--- src/rtl/smb_scl_pkg.sv ---
package smb_scl_pkg;

  typedef enum logic [1:0] {
    PH_IDLE = 2'd0,
    PH_LOW  = 2'd1,
    PH_WAIT = 2'd2,
    PH_HIGH = 2'd3
  } scl_phase_t;

  // number of bits to count 0..n
  function automatic int unsigned cnt_width(input int unsigned n);
    return (n < 2) ? 1 : $clog2(n + 1);
  endfunction

  // true when the tick now arriving completes a phase of lim ticks
  function automatic logic phase_done(input int unsigned cnt, input int unsigned lim);
    return (cnt + 1) >= lim;
  endfunction

  // bit period in overflow pulses for an unstretched bus
  function automatic int unsigned bit_pulses(input int unsigned lo, input int unsigned hi);
    return lo + hi;
  endfunction

endpackage

--- src/rtl/smb_tick_sel.sv ---
module smb_tick_sel #(
  parameter int SEL_W = 2,
  localparam int NSRC = 1 << SEL_W
) (
  input  logic [NSRC-1:0]  ovf_i,
  input  logic [SEL_W-1:0] sel_i,
  input  logic             gate_i,
  output logic             tick_o
);

  logic [NSRC-1:0] hit;

  for (genvar g = 0; g < NSRC; g++) begin : g_src
    localparam logic [SEL_W-1:0] IDX = SEL_W'(g);
    assign hit[g] = ovf_i[g] & (sel_i == IDX);
  end

  assign tick_o = gate_i & (|hit);

endmodule

--- src/rtl/smb_scl_phase.sv ---
module smb_scl_phase
  import smb_scl_pkg::*;
#(
  parameter int LOW_TICKS  = 2,
  parameter int HIGH_TICKS = 1
) (
  input  logic clk,
  input  logic rst_n,
  input  logic active_i,
  input  logic tick_i,
  input  logic line_hi_i,
  output logic drive_low_o,
  output logic bit_tick_o
);

  localparam int MAXT = (LOW_TICKS > HIGH_TICKS) ? LOW_TICKS : HIGH_TICKS;
  localparam int CW   = cnt_width(MAXT);

  scl_phase_t      ph_q, ph_d;
  logic [CW-1:0]   cnt_q, cnt_d;
  logic            edge_d;

  always_comb begin
    ph_d   = ph_q;
    cnt_d  = cnt_q;
    edge_d = 1'b0;
    if (!active_i) begin
      ph_d  = PH_IDLE;
      cnt_d = '0;
    end else begin
      unique case (ph_q)
        PH_IDLE: begin
          ph_d   = PH_LOW;
          cnt_d  = '0;
          edge_d = 1'b1;
        end
        PH_LOW: begin
          if (tick_i) begin
            if (phase_done(int'(cnt_q), LOW_TICKS)) begin
              ph_d  = PH_WAIT;
              cnt_d = '0;
            end else begin
              cnt_d = cnt_q + 1'b1;
            end
          end
        end
        PH_WAIT: begin
          if (line_hi_i) begin
            ph_d   = PH_HIGH;
            cnt_d  = '0;
            edge_d = 1'b1;
          end
        end
        PH_HIGH: begin
          if (tick_i) begin
            if (phase_done(int'(cnt_q), HIGH_TICKS)) begin
              ph_d   = PH_LOW;
              cnt_d  = '0;
              edge_d = 1'b1;
            end else begin
              cnt_d = cnt_q + 1'b1;
            end
          end
        end
        default: begin
          ph_d  = PH_IDLE;
          cnt_d = '0;
        end
      endcase
    end
  end

  always_ff @(posedge clk or negedge rst_n) begin
    if (!rst_n) begin
      ph_q       <= PH_IDLE;
      cnt_q      <= '0;
      bit_tick_o <= 1'b0;
    end else begin
      ph_q       <= ph_d;
      cnt_q      <= cnt_d;
      bit_tick_o <= edge_d;
    end
  end

  assign drive_low_o = (ph_q == PH_LOW);

endmodule

--- src/rtl/smb_slave_gate.sv ---
module smb_slave_gate (
  input  logic clk,
  input  logic rst_n,
  input  logic bus_en_i,
  input  logic inh_req_i,
  input  logic start_i,
  output logic slave_en_o,
  output logic force_nack_o
);

  logic inh_q;

  always_ff @(posedge clk or negedge rst_n) begin
    if (!rst_n) begin
      inh_q <= 1'b0;
    end else if (!bus_en_i || start_i) begin
      inh_q <= inh_req_i;
    end
  end

  assign slave_en_o   = bus_en_i & ~inh_q;
  assign force_nack_o = bus_en_i &  inh_q;

endmodule

--- src/rtl/smb_scl_timer.sv ---
module smb_scl_timer #(
  parameter int SEL_W      = 2,
  parameter int LOW_TICKS  = 2,
  parameter int HIGH_TICKS = 1,
  localparam int NSRC      = 1 << SEL_W
) (
  input  logic             clk,
  input  logic             rst_n,
  input  logic [NSRC-1:0]  ovf_i,
  input  logic [SEL_W-1:0] src_sel,
  input  logic             bus_en,
  input  logic             slv_inhibit,
  input  logic             mst_req,
  input  logic             tmo_en,
  input  logic             scl_in,
  input  logic             start_det,
  output logic             scl_drive_low,
  output logic             bit_tick,
  output logic             tmr_tick,
  output logic             slave_en,
  output logic             force_nack
);

  logic tick_gate;
  logic mst_active;

  assign tick_gate  = bus_en & (mst_req | tmo_en);
  assign mst_active = bus_en & mst_req;

  smb_tick_sel #(.SEL_W(SEL_W)) u_sel (
    .ovf_i  (ovf_i),
    .sel_i  (src_sel),
    .gate_i (tick_gate),
    .tick_o (tmr_tick)
  );

  smb_scl_phase #(
    .LOW_TICKS  (LOW_TICKS),
    .HIGH_TICKS (HIGH_TICKS)
  ) u_phase (
    .clk         (clk),
    .rst_n       (rst_n),
    .active_i    (mst_active),
    .tick_i      (tmr_tick),
    .line_hi_i   (scl_in),
    .drive_low_o (scl_drive_low),
    .bit_tick_o  (bit_tick)
  );

  smb_slave_gate u_slv (
    .clk          (clk),
    .rst_n        (rst_n),
    .bus_en_i     (bus_en),
    .inh_req_i    (slv_inhibit),
    .start_i      (start_det),
    .slave_en_o   (slave_en),
    .force_nack_o (force_nack)
  );

endmodule

--- config.mk ---
export PLATFORM = sky130hd
export DESIGN_NAME = smb_scl_timer
export DESIGN_NICKNAME = d
export VERILOG_FILES = /design/src/rtl/smb_scl_pkg.sv /design/src/rtl/smb_tick_sel.sv /design/src/rtl/smb_scl_phase.sv /design/src/rtl/smb_slave_gate.sv /design/src/rtl/smb_scl_timer.sv
export SDC_FILE = /design/constraint.sdc
export NUM_CORES = 1
export LEC_CHECK = 0
export BUFFER_PORTS_ARGS = -buffer_cell sky130_fd_sc_hd__buf_2
export CAP_MARGIN = 10
export CORE_AREA = 2 2 39 41
export CTS_BUF_LIST = sky130_fd_sc_hd__clkbuf_2 sky130_fd_sc_hd__clkbuf_4 sky130_fd_sc_hd__clkbuf_8
export DETAILED_ROUTE_END_ITERATION = 7
export DIE_AREA = 0 0 41 43
export PLACE_DENSITY = 0.61
export SLEW_MARGIN = 20
export SYNTH_ARGS = -nofsm -noshare
export SYNTH_HDL_FRONTEND = slang
export SYNTH_SLANG_ARGS = --single-unit
export TNS_END_PERCENT = 20
--- constraint.sdc ---
create_clock -name clk -period 2.9 [get_ports clk]
set_input_delay 0.29 -clock clk [delete_from_list [all_inputs] [get_ports clk]]
set_output_delay 0.29 -clock clk [all_outputs]
set_load 0.02 [all_outputs]
==> impl_metrics.toml <==
[cts]
numCtsBuffers = 3
cts_tree = "yes"
cts_setup_buffers = 0
clock_path_buffers = 2
cts_root_buf = "clkbuf_4"
clk-insertion-delay-late_ns = 0.23
clock_sinks = 6
ctsHtreeMaxLevel = 1
clk_pin_slew_ns = 0.04

[placed_design]
numPortBuffers = 18
place.gp.congestion = 0.841
dpl.hpwl_um = 690
dp_slack_ns = 1.33
placed_cells = 76

[detailed_routing]
met2WireLength_um = 394
firstDrtPassIters = 4
drt_iter0_markers = 13
wl_met3_um = 61
route.vias.total = 385
wl_per_cell_um = 10.5
wl_met1_um = 384
drcViolationCount = 0
via_per_inst = 4.81
drtAntennaViolNets = 0
detail_route.wirelength_um = 840
routed.top_layer = "met3"

[cells_and_area]
drive_above_1_share_pct = 39.1
diodes = 0
syn_to_final_growth_pct = 33.5
final_nets = 85
layout.cells.non_filler = 80

[yosys]
avgSynthCellArea_sq_um = 10.1
synth-simple-area-share_pct = 13.5
synth.area.mux_share_pct = 7.94
synth_seq_cells = 6
synth-xor-area-share_pct = 0
synth_compound_area_share_pct = 23.2
syn_area_sq_um = 425
synth_fa_ha_area_share_pct = 14.7
yosysUniqueCellTypes = 22
ys_seq_area_share_pct = 35.3
synth_cells = 42
ys.warnings.count = 0
synth_top_family_by_area = "compound AO/OA/AOI/OAI gates"
synth_nets = 61

[pwr]
pwr_density_cell_nw_per_um2 = 388
peakVddDrop_mv = 0.107
total_power_uw = 220
power.leakage_nw = 0.293

[floorplan]
rows = 14
die_x_um = 41
start_util_pct = 30.7
core_region_area_sq_um = 1380
fp.dieArea_sq_um = 1760
num_io_pins = 19
die_y_um = 43

[timing]
timing.fmax_mhz = 641
setup-tns-final_ns = 0
worst_slew_pin_slew_ns = 0.311
slew_violations = 0
rsz0062_at_grt = "no"
finClkSkew_ns = 0.00184
finalHoldViolations = 0
max-slew-margin-rel_pct = 79.1
setup_violations = 0
fin_crit_ns = 1.56
layout_worst_path_cycle_share_pct = 53.8
finalWorstSetupSlack_ns = 1.34

[grt]
grt_overflow_total = 0
antenna_found_initial = 0
grt_pass1_wl_um = 1420
first_global_vias = 352
grt_util_all_layers_pct = 12.3
grt_start_max_net_pins = 7

[worst_setup_path]
cp_cell_sequence = "inv_1 -> ha_1 -> or2b_1 -> a21boi_0 -> a21o_2 -> a21oi_1"
critPathSlowestCell = "dfrtp_1"
rrSetupSlack_ns = 1.34
required_ns = 3.05
arrival_ns = 1.71
r2r_end = "u_phase.ph_q[1]$_DFFE_PN0P_"
end_kind = "flop"
path_class = "reg2reg"
setup.worst_path.start_class = "flop"
r2r_start = "u_phase.ph_q[0]$_DFFE_PN0P_"
worst-path-max-fanout = 5
slowest_delay_ns = 0.41
r2r_cells = 6

[worst_hold_path]
min_to = "u_slv.inh_q$_DFFE_PN0P_"
hp-start = "slv_inhibit"
hp-class = "in2reg"
min_path_cells = 2

[job]
maxCapViolCount = 0

[run_status]
status = "complete, no violations"
[layout by cell type, fill, tap and decap left out]
master / netlist / final
buf_2: 0 / 18
inv_1: 6 / 6
dfrtp_1: 6 / 6
nand2_1: 5 / 5
ha_1: 5 / 5
a21oi_1: 3 / 3
clkbuf_4: 0 / 3
mux4_2: 1 / 1
o21a_1: 1 / 1
a221oi_1: 1 / 1
nor2b_1: 1 / 1
and2_1: 1 / 1
nand2b_1: 1 / 1
mux2_2: 1 / 1
or2b_1: 1 / 1
o2bb2ai_2: 1 / 1
a311o_1: 1 / 1
o31ai_1: 1 / 1
nor3_1: 1 / 1
a22o_1: 1 / 1
a32o_1: 1 / 1
a21boi_0: 1 / 1
nand3b_1: 1 / 1
a21o_2: 1 / 1
dlygate4sd3_1: 0 / 1
[worst max path at each step]
stage	startpoint	to	slack [ns]
after detailed placement	src_sel[0]	u_phase.ph_q[0]$_DFFE_PN0P_	1.33
final	u_phase.ph_q[0]$_DFFE_PN0P_	u_phase.ph_q[1]$_DFFE_PN0P_	1.34
after floorplan	u_phase.ph_q[1]$_DFFE_PN0P_	u_phase.ph_q[0]$_DFFE_PN0P_	1.45
after CTS	u_phase.ph_q[0]$_DFFE_PN0P_	u_phase.ph_q[1]$_DFFE_PN0P_	1.34
after global placement	src_sel[0]	u_phase.ph_q[0]$_DFFE_PN0P_	1.34
after global routing	u_phase.ph_q[0]$_DFFE_PN0P_	u_phase.cnt_q[1]$_DFFE_PN0P_	1.22
[cell families (layout without fill, tap and decap cells)]
kind of cell	Yosys count	in the layout
AOI/OAI and AO/OA	12	12
and+or+nand+nor	11	11
DFF	6	6
buffers and inverters	6	28
adders and majority gates	5	5
muxes	2	2
[critical path, delay by kind of cell (launching register included)]
kind                       cells  cell delay [ns]
adders and majority gates      1             0.16
DFF                            1             0.41
AOI/OAI and AO/OA              3             0.53
and+or+nand+nor                1             0.29
buffers and inverters          1             0.09
[state kept, by name, indices dropped and copies added, names as in the netlist]
name                cells
u_phase.bit_tick_o      1
u_phase.cnt_q           2
u_phase.ph_q            2
u_slv.inh_q             1
[power by group]
| part | switching (mW) | leakage [nW] | total [mW] | internal [mW] |
|---|---|---|---|---|
| combinational | 0.0305 | 0.199 | 0.0562 | 0.0257 |
| sequential | 0.00352 | 0.0796 | 0.0923 | 0.0888 |
| clock | 0.0252 | 0.0138 | 0.0717 | 0.0465 |
[what timing repair did]
| item | 4_1_cts | 5_1_grt |
|---|---|---|
| hold buffers | 1 | 0 |
| gates resized for setup | 0 | 0 |
| hold endpoints to repair | 6 | 0 |
[Yosys cell counts (all sizes together)]
library cell | number | area (sq um)
a21boi | 1 | 7.51
a21o | 1 | 8.76
a21oi | 3 | 15.0
a221oi | 1 | 8.76
a22o | 1 | 8.76
a311o | 1 | 10.0
a32o | 1 | 10.0
and2 | 1 | 6.26
dfrtp | 6 | 150
ha | 5 | 62.6
inv | 6 | 22.5
mux2 | 1 | 11.3
mux4 | 1 | 22.5
nand2 | 5 | 18.8
nand2b | 1 | 6.26
nand3b | 1 | 7.51
nor2b | 1 | 6.26
nor3 | 1 | 5.00
o21a | 1 | 7.51
o2bb2ai | 1 | 15.0
o31ai | 1 | 7.51
or2b | 1 | 7.51
[per-layer routing]
layer,global-route usage (%),vias up
met4,6.00,0
met3,4.71,0
met5,0,-
met2,18.4,18
li1,-,197
met1,14.6,170
[area by class of cell]
type,instances,area [sq um]
fill,140,816
multi-input combinational,30,253
sequential,6,150
timing repair buffer,19,100
clock buffer,3,22.5
inverter,6,22.5
tap,16,20.0
[through the flow]
stage                     area, sq um  util [%]  hold slack [ns]
after global routing              568      41.0            0.299
final                             568      41.0            0.292
after CTS                         568      41.0            0.288
after floorplan                   425         -         -0.00559
after global placement            536      38.7            0.118
after detailed placement          536      38.7            0.117
(Power assumes the default switching activity.)
